File: src/rtl/ptr_addr_pkg.sv
package ptr_addr_pkg;

    // Final destination of one core access
    typedef enum logic [1:0] {
        TGT_RAM  = 2'd0,
        TGT_PTR  = 2'd1,
        TGT_NULL = 2'd2
    } tgt_e;

endpackage

File: src/rtl/ptr_direct_addr.sv
module ptr_direct_addr #(
    parameter int ADDR_W = 12,
    parameter int DATA_W = 8
) (
    input  logic [DATA_W-1:0]        op,
    input  logic                     acc,
    input  logic [ADDR_W-DATA_W-1:0] bsr,
    output logic [ADDR_W-1:0]        addr
);
    localparam int BANK_W = ADDR_W - DATA_W;

    always_comb begin
        if (!acc) begin
            addr = {bsr, op};
        end else if (op[DATA_W-1]) begin
            addr = {{BANK_W{1'b1}}, op};
        end else begin
            addr = {{BANK_W{1'b0}}, op};
        end
    end
endmodule

File: src/rtl/ptr_sfr_decode.sv
module ptr_sfr_decode #(
    parameter int                 ADDR_W    = 12,
    parameter int                 NUM_PTR   = 3,
    parameter int                 IDX_W     = 2,
    parameter logic [ADDR_W-1:0]  PTR_BASE  = 12'hFD0,
    parameter logic [ADDR_W-1:0]  VIRT_BASE = 12'hFD8
) (
    input  logic [ADDR_W-1:0] addr,
    output logic              is_ptr,
    output logic [IDX_W-1:0]  ptr_idx,
    output logic              ptr_hi,
    output logic              is_virt,
    output logic [IDX_W-1:0]  virt_idx
);
    logic [NUM_PTR-1:0] hit_lo;
    logic [NUM_PTR-1:0] hit_hi;
    logic [NUM_PTR-1:0] hit_v;

    for (genvar g = 0; g < NUM_PTR; g++) begin : g_hit
        assign hit_lo[g] = (addr == PTR_BASE + ADDR_W'(2 * g));
        assign hit_hi[g] = (addr == PTR_BASE + ADDR_W'(2 * g + 1));
        assign hit_v[g]  = (addr == VIRT_BASE + ADDR_W'(g));
    end

    always_comb begin
        ptr_idx  = '0;
        ptr_hi   = 1'b0;
        virt_idx = '0;
        for (int i = 0; i < NUM_PTR; i++) begin
            if (hit_lo[i] || hit_hi[i]) begin
                ptr_idx = IDX_W'(i);
                ptr_hi  = hit_hi[i];
            end
            if (hit_v[i]) begin
                virt_idx = IDX_W'(i);
            end
        end
        is_ptr  = |{hit_lo, hit_hi};
        is_virt = |hit_v;
    end
endmodule

File: src/rtl/ptr_file.sv
module ptr_file #(
    parameter int ADDR_W  = 12,
    parameter int DATA_W  = 8,
    parameter int NUM_PTR = 3,
    parameter int IDX_W   = 2
) (
    input  logic                      clk,
    input  logic                      rst,
    input  logic                      wr_en,
    input  logic [IDX_W-1:0]          wr_idx,
    input  logic                      wr_hi,
    input  logic [DATA_W-1:0]         wr_data,
    output logic [NUM_PTR*ADDR_W-1:0] ptr_flat
);
    localparam int BANK_W = ADDR_W - DATA_W;

    typedef struct packed {
        logic [NUM_PTR-1:0][ADDR_W-1:0] ptr;
    } state_t;

    state_t state_d;
    state_t state_q;

    always_comb begin
        state_d = state_q;
        for (int i = 0; i < NUM_PTR; i++) begin
            if (wr_en && (wr_idx == IDX_W'(i))) begin
                if (wr_hi) begin
                    state_d.ptr[i][ADDR_W-1:DATA_W] = wr_data[BANK_W-1:0];
                end else begin
                    state_d.ptr[i][DATA_W-1:0] = wr_data;
                end
            end
        end
    end

    always_ff @(posedge clk) begin
        if (rst) begin
            state_q <= '0;
        end else begin
            state_q <= state_d;
        end
    end

    assign ptr_flat = state_q.ptr;
endmodule

File: src/rtl/ptr_addr_unit.sv
module ptr_addr_unit
    import ptr_addr_pkg::*;
#(
    parameter int                 ADDR_W    = 12,
    parameter int                 DATA_W    = 8,
    parameter int                 NUM_PTR   = 3,
    parameter logic [ADDR_W-1:0]  PTR_BASE  = 12'hFD0,
    parameter logic [ADDR_W-1:0]  VIRT_BASE = 12'hFD8
) (
    input  logic                       clk,
    input  logic                       rst,
    input  logic                       core_rd,
    input  logic                       core_wr,
    input  logic [DATA_W-1:0]          core_op,
    input  logic                       core_acc,
    input  logic [ADDR_W-DATA_W-1:0]   core_bsr,
    input  logic [DATA_W-1:0]          core_wdata,
    output logic [DATA_W-1:0]          core_rdata,
    output logic [ADDR_W-1:0]          ram_addr,
    output logic                       ram_we,
    output logic [DATA_W-1:0]          ram_wdata,
    input  logic [DATA_W-1:0]          ram_rdata
);
    localparam int BANK_W = ADDR_W - DATA_W;
    localparam int IDX_W  = (NUM_PTR > 1) ? $clog2(NUM_PTR) : 1;

    typedef struct packed {
        tgt_e              kind;
        logic [ADDR_W-1:0] addr;
        logic [IDX_W-1:0]  idx;
        logic              hi;
    } route_t;

    logic [ADDR_W-1:0]         dir_addr;
    logic [ADDR_W-1:0]         ind_addr;
    logic [NUM_PTR*ADDR_W-1:0] ptr_flat;

    logic             a_is_ptr, a_hi, a_is_virt;
    logic [IDX_W-1:0] a_pidx, a_vidx;
    logic             b_is_ptr, b_hi, b_is_virt;
    logic [IDX_W-1:0] b_pidx, b_vidx;

    route_t            route;
    logic [ADDR_W-1:0] sel_ptr;
    logic [DATA_W-1:0] ptr_byte;

    ptr_direct_addr #(.ADDR_W(ADDR_W), .DATA_W(DATA_W)) u_direct (
        .op   (core_op),
        .acc  (core_acc),
        .bsr  (core_bsr),
        .addr (dir_addr)
    );

    ptr_sfr_decode #(
        .ADDR_W(ADDR_W), .NUM_PTR(NUM_PTR), .IDX_W(IDX_W),
        .PTR_BASE(PTR_BASE), .VIRT_BASE(VIRT_BASE)
    ) u_dec_dir (
        .addr     (dir_addr),
        .is_ptr   (a_is_ptr),
        .ptr_idx  (a_pidx),
        .ptr_hi   (a_hi),
        .is_virt  (a_is_virt),
        .virt_idx (a_vidx)
    );

    // Pointer picked by the indirect operand named in the direct address
    always_comb begin
        ind_addr = '0;
        for (int i = 0; i < NUM_PTR; i++) begin
            if (a_vidx == IDX_W'(i)) begin
                ind_addr = ptr_flat[i*ADDR_W +: ADDR_W];
            end
        end
    end

    ptr_sfr_decode #(
        .ADDR_W(ADDR_W), .NUM_PTR(NUM_PTR), .IDX_W(IDX_W),
        .PTR_BASE(PTR_BASE), .VIRT_BASE(VIRT_BASE)
    ) u_dec_ind (
        .addr     (ind_addr),
        .is_ptr   (b_is_ptr),
        .ptr_idx  (b_pidx),
        .ptr_hi   (b_hi),
        .is_virt  (b_is_virt),
        .virt_idx (b_vidx)
    );

    // Final target: direct path, or one level of indirection
    always_comb begin
        route.addr = a_is_virt ? ind_addr : dir_addr;
        route.idx  = a_is_virt ? b_pidx : a_pidx;
        route.hi   = a_is_virt ? b_hi : a_hi;
        if (a_is_virt && b_is_virt) begin
            route.kind = TGT_NULL;
        end else if (a_is_virt ? b_is_ptr : a_is_ptr) begin
            route.kind = TGT_PTR;
        end else if (a_is_virt) begin
            route.kind = TGT_RAM;
        end else begin
            route.kind = TGT_RAM;
        end
    end

    always_comb begin
        sel_ptr = '0;
        for (int i = 0; i < NUM_PTR; i++) begin
            if (route.idx == IDX_W'(i)) begin
                sel_ptr = ptr_flat[i*ADDR_W +: ADDR_W];
            end
        end
        if (route.hi) begin
            ptr_byte = {{(DATA_W-BANK_W){1'b0}}, sel_ptr[ADDR_W-1:DATA_W]};
        end else begin
            ptr_byte = sel_ptr[DATA_W-1:0];
        end
    end

    ptr_file #(
        .ADDR_W(ADDR_W), .DATA_W(DATA_W), .NUM_PTR(NUM_PTR), .IDX_W(IDX_W)
    ) u_ptrs (
        .clk      (clk),
        .rst      (rst),
        .wr_en    (core_wr && (route.kind == TGT_PTR)),
        .wr_idx   (route.idx),
        .wr_hi    (route.hi),
        .wr_data  (core_wdata),
        .ptr_flat (ptr_flat)
    );

    always_comb begin
        ram_addr  = route.addr;
        ram_we    = core_wr && (route.kind == TGT_RAM);
        ram_wdata = core_wdata;
        if (!core_rd) begin
            core_rdata = '0;
        end else begin
            unique case (route.kind)
                TGT_RAM: core_rdata = ram_rdata;
                TGT_PTR: core_rdata = ptr_byte;
                default: core_rdata = '0;
            endcase
        end
    end
endmodule

File: config.mk
export PLATFORM = sky130hd
export DESIGN_NAME = ptr_addr_unit
export DESIGN_NICKNAME = d
export VERILOG_FILES = /design/src/rtl/ptr_addr_pkg.sv /design/src/rtl/ptr_direct_addr.sv /design/src/rtl/ptr_sfr_decode.sv /design/src/rtl/ptr_file.sv /design/src/rtl/ptr_addr_unit.sv
export SDC_FILE = /design/constraint.sdc
export NUM_CORES = 1
export LEC_CHECK = 0
export BUFFER_PORTS_ARGS = -buffer_cell sky130_fd_sc_hd__buf_2
export CORE_MARGIN = 4
export CORE_UTILIZATION = 30
export CTS_CLUSTER_SIZE = 16
export DETAILED_ROUTE_END_ITERATION = 8
export SETUP_SLACK_MARGIN = 0.1
export SLEW_MARGIN = 0
export SYNTH_ARGS = -nofsm -noshare
export SYNTH_HDL_FRONTEND = slang
export SYNTH_HIERARCHICAL = 1
export SYNTH_SLANG_ARGS = --single-unit
File: constraint.sdc
create_clock -name clk -period 18.9 [get_ports clk]
set_clock_uncertainty 0.2 [all_clocks]
set_input_delay 4.725 -clock clk [delete_from_list [all_inputs] [get_ports clk]]
set_output_delay 4.725 -clock clk [all_outputs]
set_load 0.02 [all_outputs]
==> results of run 1 <==
## through the flow
step                worst slack [ns]  cells  cell area, sq um  hold slack, ns  total power [mW]
floorplan                       5.77    326              3020           0.261            0.0963
global placement                4.78    475              3210           0.284             0.101
detailed placement              4.56    475              3210           0.297             0.101
CTS                             4.56    482              3300           0.308             0.159
global route                    4.10    482              3300           0.331             0.164
finish                          4.53    482              3300           0.303             0.157
## final cells by class
type | count | area share [%]
timing repair buffer | 63 | 9.70
inverter | 4 | 0.455
sequential | 36 | 21.8
clock buffer | 7 | 2.92
multi-input combinational | 239 | 60.1
tap | 133 | 5.04
## worst max-delay path, stage by stage
cell	delay, ns
buf_2	0.13
mux2_2	0.26
nand4_4	0.20
nor4_2	0.87
nor2b_1	0.70
nand2_1	0.12
o21ai_0	0.24
nand4_4	0.20
nor4_1	0.70
mux2i_4	0.19
inv_2	0.35
mux2i_1	0.24
o2111ai_1	0.11
and3_1	0.24
buf_2	0.16
## metal layers
layer | GRT usage, % | wire, microns | vias to the layer above
met5 | 0 | 0 | -
met4 | 3.07 | 62 | 0
met3 | 1.31 | 446 | 5
met2 | 21.3 | 3640 | 86
met1 | 19.2 | 3770 | 1192
li1 | - | - | 1195
## power breakdown
group,internal (mW),total [mW],switching [mW]
combinational,0.00983,0.0233,0.0135
sequential,0.0758,0.0758,0.00000994
clock,0.0324,0.0582,0.0258
## how the worst max path moves through the flow
stage                          to  slack [ns]  depth (start not counted)
global placement    core_rdata[1]        4.78                         15
CTS                 core_rdata[1]        4.56                         15
detailed placement  core_rdata[1]        4.56                         15
floorplan           core_rdata[3]        5.77                         15
global route        core_rdata[1]        4.10                         15
finish              core_rdata[2]        4.53                         15
==> key figures, run 1 <==
Outcome
  – Status: complete, no violations

Clocking
  – Inserted Clock Buffers: 5
  – H-tree Lvls: 2
  – CTS tree: done
  – Skew-Pair Late Insertion Delay: 0.28 ns
  – CTS Root Cell: clkbuf_8
  – Clock sinks: 36
  – Cts hold-fix bufs: 0
  – Max clock buf depth: 2
  – CTS clk-pin slew, worst paths: 0.07 ns
  – # Post-CTS Setup Buffers: 0
  – Post_cts resized: 0

Timing
  – Number of setup violations in the final report: 0
  – Least-Margin Pin Slew: 1.14 ns
  – Hold Fails Final Rpt: 0
  – Highest Clock Rate: 69.6 MHz
  – Final slew viol count: 0
  – Fin crit period: 14.37 ns
  – Setup TNS: 0 ns
  – Final worst path period share: 76.0%
  – RSZ-0062 raised after global routing: false
  – Slew HR: 23.7%

Finish
  – Fin nets: 382
  – Layout cell share with drive strength beyond 1: 30.7%
  – Commonest non-fill, non-tap cell in the layout: buf_2
  – Post-Route Utilization: 33.8%
  – Most frequent cells in the layout: buf_2, mux2i_1, nand2b_1
  – Register Area: 721 sq um
  – Multi-input combinational cell area: 1980 sq um
  – Number of flip-flops under the largest register name: 36
  – Area Growth Syn to Fin: 9.54%
  – # diodes: 0
  – Filler Cells Inserted: 1,033

Power and ir drop
  – P per Cell Area: 47.6 nW/um^2
  – Leak pwr: 1.33 nW
  – Peak VDD IR: 0.0235 mV

Detailed routing
  – Post-DRT Antenna Nets: 0
  – Via count: 2,478
  – Final WL: 7.91 mm
  – DR iter-0 viols: 160
  – Drt first pass iters: 5
  – Drc violations: 0
  – Vias/cell: 5.14
  – Drt wl/cell: 16.4 microns

Critical path
  – Largest fanout on the critical path: 19
  – Worst setup EP type: primary output
  – Worst Reg-to-Reg Cells: 9
  – WS Path Type: in -> out
  – Reg-to-reg slack, setup: 15.14 ns
  – CP Launch Type: input port
  – Worst r2r dst: u_ptrs/ptr_flat[3]
  – Worst EP arrival: 9.44 ns
  – Crit Reg-Reg Startpoint: u_ptrs/ptr_flat[23]
  – Worst Setup SP: core_acc
  – CP required: 13.98 ns

GRT
  – Vias in the first global route: 2,330
  – GRT Overall Usage: 13.3%
  – First-pass GRT wire length: 12.3 mm
  – GR Overflow Total: 0
  – Initial antenna violation count: 0
  – Largest net degree at the start of global routing: 45

Placed design
  – GPL Wtd Cong: 0.902
  – Post-DP HPWL: 6.11 mm
  – Port-buffer cells: 61

Logic synthesis
  – Mapped Area: 3020 sq um
  – Yosys warns: 6
  – Synthesized instance count: 326
  – Mapped Nets: 359
  – Syn avg cell area: 9.25 sq um

Floorplan
  – Die ar.: 11,700 sq um
  – Cell Rows: 36
  – Die height: 108 microns
  – Initial Util: 30.8%
  – Top Ports: 62
  – Die W: 108 microns
  – Core Region: 9770 sq um

Hold path
  – Worst Hold Depth: 2
  – Hold_sp: u_ptrs/ptr_flat[6]
  – WHS Endpoint: u_ptrs/ptr_flat[6]
  – Worst hold path class: reg -> reg

Flow run
  – Max cap viols: 0
(Power assumes the default switching activity.)
==> run 2: changes to the inputs <==
Clock period 18.9 ns to 14.4 ns, I/O delays scaled along.
==> run 2 against run 1 <==
Effect of this change:
- worst hold slack is essentially flat
- combinational power grew 31%
- clock power rose by 23%
- critical path depth did not move
- flip-flop and latch count stayed put
- sequential power increased by 31%
- register-to-register slack got worse by 4.5 ns
- core utilization decreased by 0.077 points
- largest cell class unchanged
==> key figures, run 2 (synthesis gave the netlist of run 1 again) <==
Placed design
  – Post-placement worst setup slack: 2.29 ns (-2.27 ns)
  – Placed Cells: 475 (unchanged)
  – Placed cell areas: 3210 sq um (unchanged)
  – GPL Wtd Cong: 0.903 (about the same)
  – Port-buffer cells: 61 (unchanged)
  – Post-DP HPWL: 6.14 mm (+0.40%)

Finish
  – # diodes: 0 (unchanged)
  – Number of flip-flops under the largest register name: 36 (unchanged)
  – Post-Route Utilization: 33.7% (-0.077 points)
  – Filler Cells Inserted: 1,028 (-0.48%)
  – Most frequent cells in the layout: buf_2, mux2i_1, nand2b_1
  – Layout cell share with drive strength beyond 1: 30.6% (-0.088 points)
  – Multi-input combinational cell area: 1980 sq um (unchanged)
  – Fin nets: 382 (unchanged)
  – Fin cells: 483 (+0.21%)
  – Register Area: 721 sq um (unchanged)
  – Commonest non-fill, non-tap cell in the layout: buf_2
  – Area Growth Syn to Fin: 9.29%
  – Post-route cell area: 3300 sq um (-0.23%)

Critical path
  – WS Path Type: in -> out
  – Crit Reg-Reg Startpoint: u_ptrs/ptr_flat[23]
  – Crit-path cells: buf_2, mux2_2, nand4_4, nor4_2, nor2b_1, nand2_1, o21ai_0, nand4_4, nor4_1, mux2i_4, inv_2, mux2i_1, o2111ai_1, and3_1, buf_2
  – Worst r2r dst: u_ptrs/ptr_flat[1]
  – CP Launch Type: input port
  – Largest fanout on the critical path: 19 (unchanged)
  – CP delay by family, top: simple AND/OR/NAND/NOR gates
  – Reg-to-reg slack, setup: 10.63 ns (-4.51 ns)
  – CP required: 10.60 ns (-3.38 ns)
  – Worst EP arrival: 8.34 ns (-1.10 ns)
  – Worst Reg-to-Reg Cells: 9 (unchanged)
  – Buffers & Inverters on Critical Path: 3 (unchanged)
  – CP max stage cell: nor4_2
  – WP depth: 15 (unchanged)
  – Worst Setup SP: core_acc
  – Worst setup EP type: primary output
  – Slowest stage delay, CP: 0.88 ns (about the same)

Power and ir drop
  – Leak pwr: 1.32 nW (-0.67%)
  – Flop pwr share: 49.3% (+1.1 points)
  – Peak VDD IR: 0.0300 mV (+28%)
  – Sw Share: 27.3% (+2.3 points)
  – Internal power: 147 uW (+24%)
  – Net Sw Power: 55.1 uW (+40%)
  – Tot Pwr: 202 uW (+28%)
  – Clock power frac: 35.6% (-1.4 points)
  – Combinational share of power: 15.1% (+0.3 points)
  – P per Cell Area: 61.2 nW/um^2 (+29%)

Timing
  – Highest Clock Rate: 82.3 MHz
  – Number of setup violations in the final report: 0 (unchanged)
  – Fin crit period: 12.14 ns
  – Final worst path period share: 84.3%
  – Hold Fails Final Rpt: 0 (unchanged)
  – RSZ-0062 raised after global routing: false
  – Least-Margin Pin Slew: 1.14 ns (+0.00694 ns)
  – Slew HR: 23.2% (-0.47 points)
  – Hold slack: 0.303 ns (+0.000342 ns)
  – Setup TNS: 0 ns (unchanged)
  – Setup WS post-layout: 2.26 ns (-2.28 ns)
  – Final slew viol count: 0 (unchanged)

Detailed routing
  – Drt first pass iters: 4 (-1)
  – Via count: 2,442 (-1.5%)
  – Vias/cell: 5.06 (-1.7%)
  – DR iter-0 viols: 175 (+9.4%)
  – Drt wl/cell: 16.4 microns (about the same)
  – Drc violations: 0 (unchanged)
  – Post-DRT Antenna Nets: 0 (unchanged)
  – Final WL: 7.92 mm (+0.13%)

Floorplan
  – Die height: 108 microns (unchanged)
  – Die W: 108 microns (unchanged)
  – Cell Rows: 36 (unchanged)
  – Top Ports: 62 (unchanged)
  – Die ar.: 11,700 sq um (unchanged)
  – Core Region: 9770 sq um (unchanged)
  – Initial Util: 30.8% (unchanged)

Clocking
  – Max clock buf depth: 2 (unchanged)
  – Clock sinks: 36 (unchanged)
  – # Post-CTS Setup Buffers: 0 (unchanged)
  – Cts hold-fix bufs: 0 (unchanged)
  – H-tree Lvls: 2 (unchanged)
  – CTS clk-pin slew, worst paths: 0.07 ns (about the same)
  – CTS Root Cell: clkbuf_8
  – Skew-Pair Late Insertion Delay: 0.29 ns (about the same)
  – Inserted Clock Buffers: 5 (unchanged)
  – Post_cts resized: 0 (unchanged)
  – CTS tree: done

GRT
  – Vias in the first global route: 2,324 (-0.26%)
  – GR Overflow Total: 0 (unchanged)
  – Largest net degree at the start of global routing: 45 (unchanged)
  – First-pass GRT wire length: 12.3 mm (about the same)
  – Initial antenna violation count: 0 (unchanged)
  – GRT Overall Usage: 13.3% (+0.021 points)

Outcome
  – Status: complete, no violations

Hold path
  – Worst hold path class: reg -> reg
  – Hold_sp: u_ptrs/ptr_flat[4]
  – WHS Endpoint: u_ptrs/ptr_flat[4]
  – Worst Hold Depth: 2 (unchanged)

Flow run
  – Max cap viols: 0 (unchanged)
==> run 2: power groups by stage <==
| stage | Combinational [mW] | Clock, mW | Sequential (mW) |
|---|---|---|---|
| after global routing | 0.0332 | 0.0776 | 0.0995 |
| after CTS | 0.0310 | 0.0741 | 0.0995 |
| final | 0.0305 | 0.0718 | 0.0995 |
| after floorplan | 0.0246 | 0 | 0.102 |
| after detailed placement | 0.0309 | 0 | 0.102 |
| after global placement | 0.0306 | 0 | 0.102 |
==> run 2: how the worst max path moves through the flow <==
stage	endpoint	slack (ns)
CTS	core_rdata[2]	2.30
floorplan	core_rdata[3]	3.52
detailed placement	core_rdata[2]	2.29
global route	core_rdata[2]	1.91
finish	core_rdata[2]	2.26
global placement	core_rdata[1]	2.53
==> run 2: area by class of cell <==
cell class,instances,area share [%]
Multi-Input combinational cell,239,60.2
Sequential cell,36,21.9
Timing Repair Buffer,63,9.72
Tap cell,133,5.05
Clock buffer,6,2.20
Clock inverter,2,0.494
Inverter,4,0.456
==> run 2: worst register-to-register path, delay by kind of cell (launching register included) <==
family          cells  cell delay, ns
compound gates      3            1.15
flops               1            0.37
mux                 2            0.31
simple gates        4            1.61
==> run 2: routing by layer <==
layer | GRT usage (%) | vias up | share of wire (%)
met3 | 1.31 | 8 | 4.9
li1 | - | 1189 | -
met5 | 0 | - | 0
met4 | 3.52 | 0 | 1.4
met2 | 21.6 | 83 | 46
met1 | 18.8 | 1162 | 48
==> run 3: changes to the inputs <==
Clock period 14.4 ns to 10.9 ns, I/O delays scaled along.
==> run 3 against run 2 <==
Effect of this change:
- global-route usage decreased by 0.30 points
- first-iteration DRC count is 26% lower
- via count increased by 0.12%
- non-clock buffer count is 1 higher
- flip-flop and latch count unchanged
- largest power group unchanged
- total power is 41% higher
- critical path depth unchanged
- die area did not move
- sequential power rose by 33%
- design area rose by 0.80%
==> key figures, run 3 (synthesis gave the netlist of run 1 again) <==
Outcome
  – Status: complete, no violations

GRT
  – First-pass GRT wire length: 12.0 mm (-2.6%)
  – Grt met3 use: 1.61% (+0.30 points)
  – GR Overflow Total: 0 (unchanged)
  – GRT Overall Usage: 13.0% (-0.30 points)
  – GRT met2 Usage: 20.5% (-1.2 points)
  – Largest net degree at the start of global routing: 45 (unchanged)
  – Met1 GRT Util: 18.1% (-0.71 points)
  – Vias in the first global route: 2,334 (+0.43%)
  – GRT busiest layer: met2
  – Initial antenna violation count: 0 (unchanged)

Timing
  – Setup TNS: 0 ns (unchanged)
  – Slew HR: 23.1% (-0.13 points)
  – RSZ-0062 raised after global routing: false
  – Fin crit period: 9.82 ns
  – Highest Clock Rate: 102 MHz
  – Least-Margin Pin Slew: 1.14 ns (-0.00503 ns)
  – Hold Fails Final Rpt: 0 (unchanged)
  – Number of setup violations in the final report: 0 (unchanged)
  – Final worst path period share: 90.1%
  – Final slew viol count: 0 (unchanged)

Placed design
  – Port-buffer cells: 61 (unchanged)
  – Placed cell areas: 3210 sq um (+0.23%)
  – GPL Wtd Cong: 0.838 (-7.2%)
  – Placed Cells: 476 (+0.21%)
  – Post-DP HPWL: 6.17 mm (+0.48%)

Critical path
  – Worst Setup EP: core_rdata[1]
  – Worst EP arrival: 6.90 ns (-1.44 ns)
  – CP required: 7.98 ns (-2.62 ns)
  – Worst Setup SP: core_acc
  – Worst setup EP type: primary output
  – CP Launch Type: input port
  – Worst Reg-to-Reg Cells: 9 (unchanged)
  – Crit Reg-Reg Startpoint: u_ptrs/ptr_flat[11]
  – Largest fanout on the critical path: 19 (unchanged)
  – WS Path Type: in -> out
  – Reg-to-reg slack, setup: 6.99 ns (-3.64 ns)
  – Worst r2r dst: u_ptrs/ptr_flat[14]

Floorplan
  – Die height: 108 microns (unchanged)
  – Die W: 108 microns (unchanged)
  – Core Region: 9770 sq um (unchanged)
  – Top Ports: 62 (unchanged)
  – Die ar.: 11,700 sq um (unchanged)
  – Initial Util: 30.8% (unchanged)
  – Cell Rows: 36 (unchanged)

Detailed routing
  – Drt wl/cell: 15.9 microns (-3.2%)
  – Final WL: 7.68 mm (-3.0%)
  – Drc violations: 0 (unchanged)
  – Drt first pass iters: 4 (unchanged)
  – Vias/cell: 5.05 (about the same)
  – DR iter-0 viols: 130 (-26%)
  – Post-DRT Antenna Nets: 0 (unchanged)
  – Via count: 2,445 (+0.12%)

Clocking
  – # Post-CTS Setup Buffers: 0 (unchanged)
  – H-tree Lvls: 2 (unchanged)
  – CTS clk-pin slew, worst paths: 0.07 ns (about the same)
  – Skew-Pair Late Insertion Delay: 0.28 ns (about the same)
  – CTS Root Cell: clkbuf_8
  – Cts hold-fix bufs: 0 (unchanged)
  – Max clock buf depth: 2 (unchanged)
  – Clock sinks: 36 (unchanged)
  – CTS tree: done
  – Inserted Clock Buffers: 5 (unchanged)
  – Post_cts resized: 0 (unchanged)

Power and ir drop
  – Flop pwr share: 46.3% (-3.0 points)
  – Clock power frac: 39.6% (+4.0 points)
  – Sw Share: 23.7% (-3.5 points)
  – Leak pwr: 1.34 nW (+1.5%)
  – Internal power: 216 uW (+47%)
  – Net Sw Power: 67.4 uW (+22%)
  – P per Cell Area: 85.4 nW/um^2 (+39%)
  – Combinational share of power: 14.1% (-1.0 points)
  – Peak VDD IR: 0.0542 mV (+81%)

Flow run
  – Max cap viols: 0 (unchanged)

Finish
  – Area Growth Syn to Fin: 10.2%
  – Layout cell share with drive strength beyond 1: 30.8% (+0.20 points)
  – # diodes: 0 (unchanged)
  – Number of flip-flops under the largest register name: 36 (unchanged)
  – Fin cells: 484 (+0.21%)
  – Commonest non-fill, non-tap cell in the layout: buf_2
  – Post-route cell area: 3320 sq um (+0.80%)
  – Fin nets: 383 (+0.26%)
  – Most frequent cells in the layout: buf_2, mux2i_1, nand2b_1

Hold path
  – Worst hold path class: reg -> reg
run 3: changes by cell type in the layout (fill, tap and decap cells not counted):
cell and change:
buf_4 +1, bufinv_16 +1, clkinv_2 +1, clkinv_4 -1, clkinvlp_4 -1
run 3: how the worst min path moves through the flow:
stage	from	endpoint	cells past startpoint
2_1_floorplan	u_ptrs/ptr_flat[12]	u_ptrs/ptr_flat[12]	2
3_3_place_gp	u_ptrs/ptr_flat[9]	u_ptrs/ptr_flat[9]	2
3_5_place_dp	u_ptrs/ptr_flat[9]	u_ptrs/ptr_flat[9]	2
4_1_cts	u_ptrs/ptr_flat[9]	u_ptrs/ptr_flat[9]	2
5_1_grt	u_ptrs/ptr_flat[23]	u_ptrs/ptr_flat[23]	2
6_report	u_ptrs/ptr_flat[9]	u_ptrs/ptr_flat[9]	2
run 3: per-stage QoR:
| step | util [%] | hold WS (ns) | total power [mW] | setup WS (ns) |
|---|---|---|---|---|
| after floorplan | - | 0.261 | 0.167 | 1.77 |
| after global placement | 32.9 | 0.280 | 0.175 | 1.06 |
| after detailed placement | 32.9 | 0.289 | 0.175 | 1.05 |
| after CTS | 34.0 | 0.298 | 0.289 | 1.05 |
| after global routing | 34.0 | 0.331 | 0.296 | 0.729 |
| final | 34.0 | 0.303 | 0.284 | 1.08 |
run 3: layout make-up:
type / instances / area [sq um]
inverter: 4 / 15.0
clock inverter: 2 / 35.0
timing repair buffer: 64 / 328
multi-input combinational: 239 / 1980
tap: 133 / 166
clock buffer: 6 / 72.6
fill: 1046 / 6450
sequential: 36 / 721
run 3: critical path: stages:
cell and delay, ns:
buf_2 0.13, mux2_2 0.26, nand4_4 0.19, nor4_4 0.75, buf_4 0.28, mux2i_1 0.08
o21ai_0 0.39, nand4b_4 0.20, nor4_1 0.61, mux2i_4 0.19, inv_2 0.34, mux2i_1 0.23
o2111ai_1 0.10, and3_1 0.24, buf_2 0.16
run 3: per-layer routing:
metal | vias up | wire (microns)
met1 | 1138 | 3610
met3 | 14 | 448
li1 | 1207 | -
met4 | 0 | 152
met2 | 86 | 3470
met5 | - | 0
run 3: power groups by stage:
stage	sequential [mW]	combinational (mW)	clock [mW]
detailed placement	0.135	0.0406	0
global route	0.131	0.0434	0.122
CTS	0.131	0.0407	0.116
global placement	0.135	0.0403	0
finish	0.132	0.0399	0.112
floorplan	0.135	0.0325	0
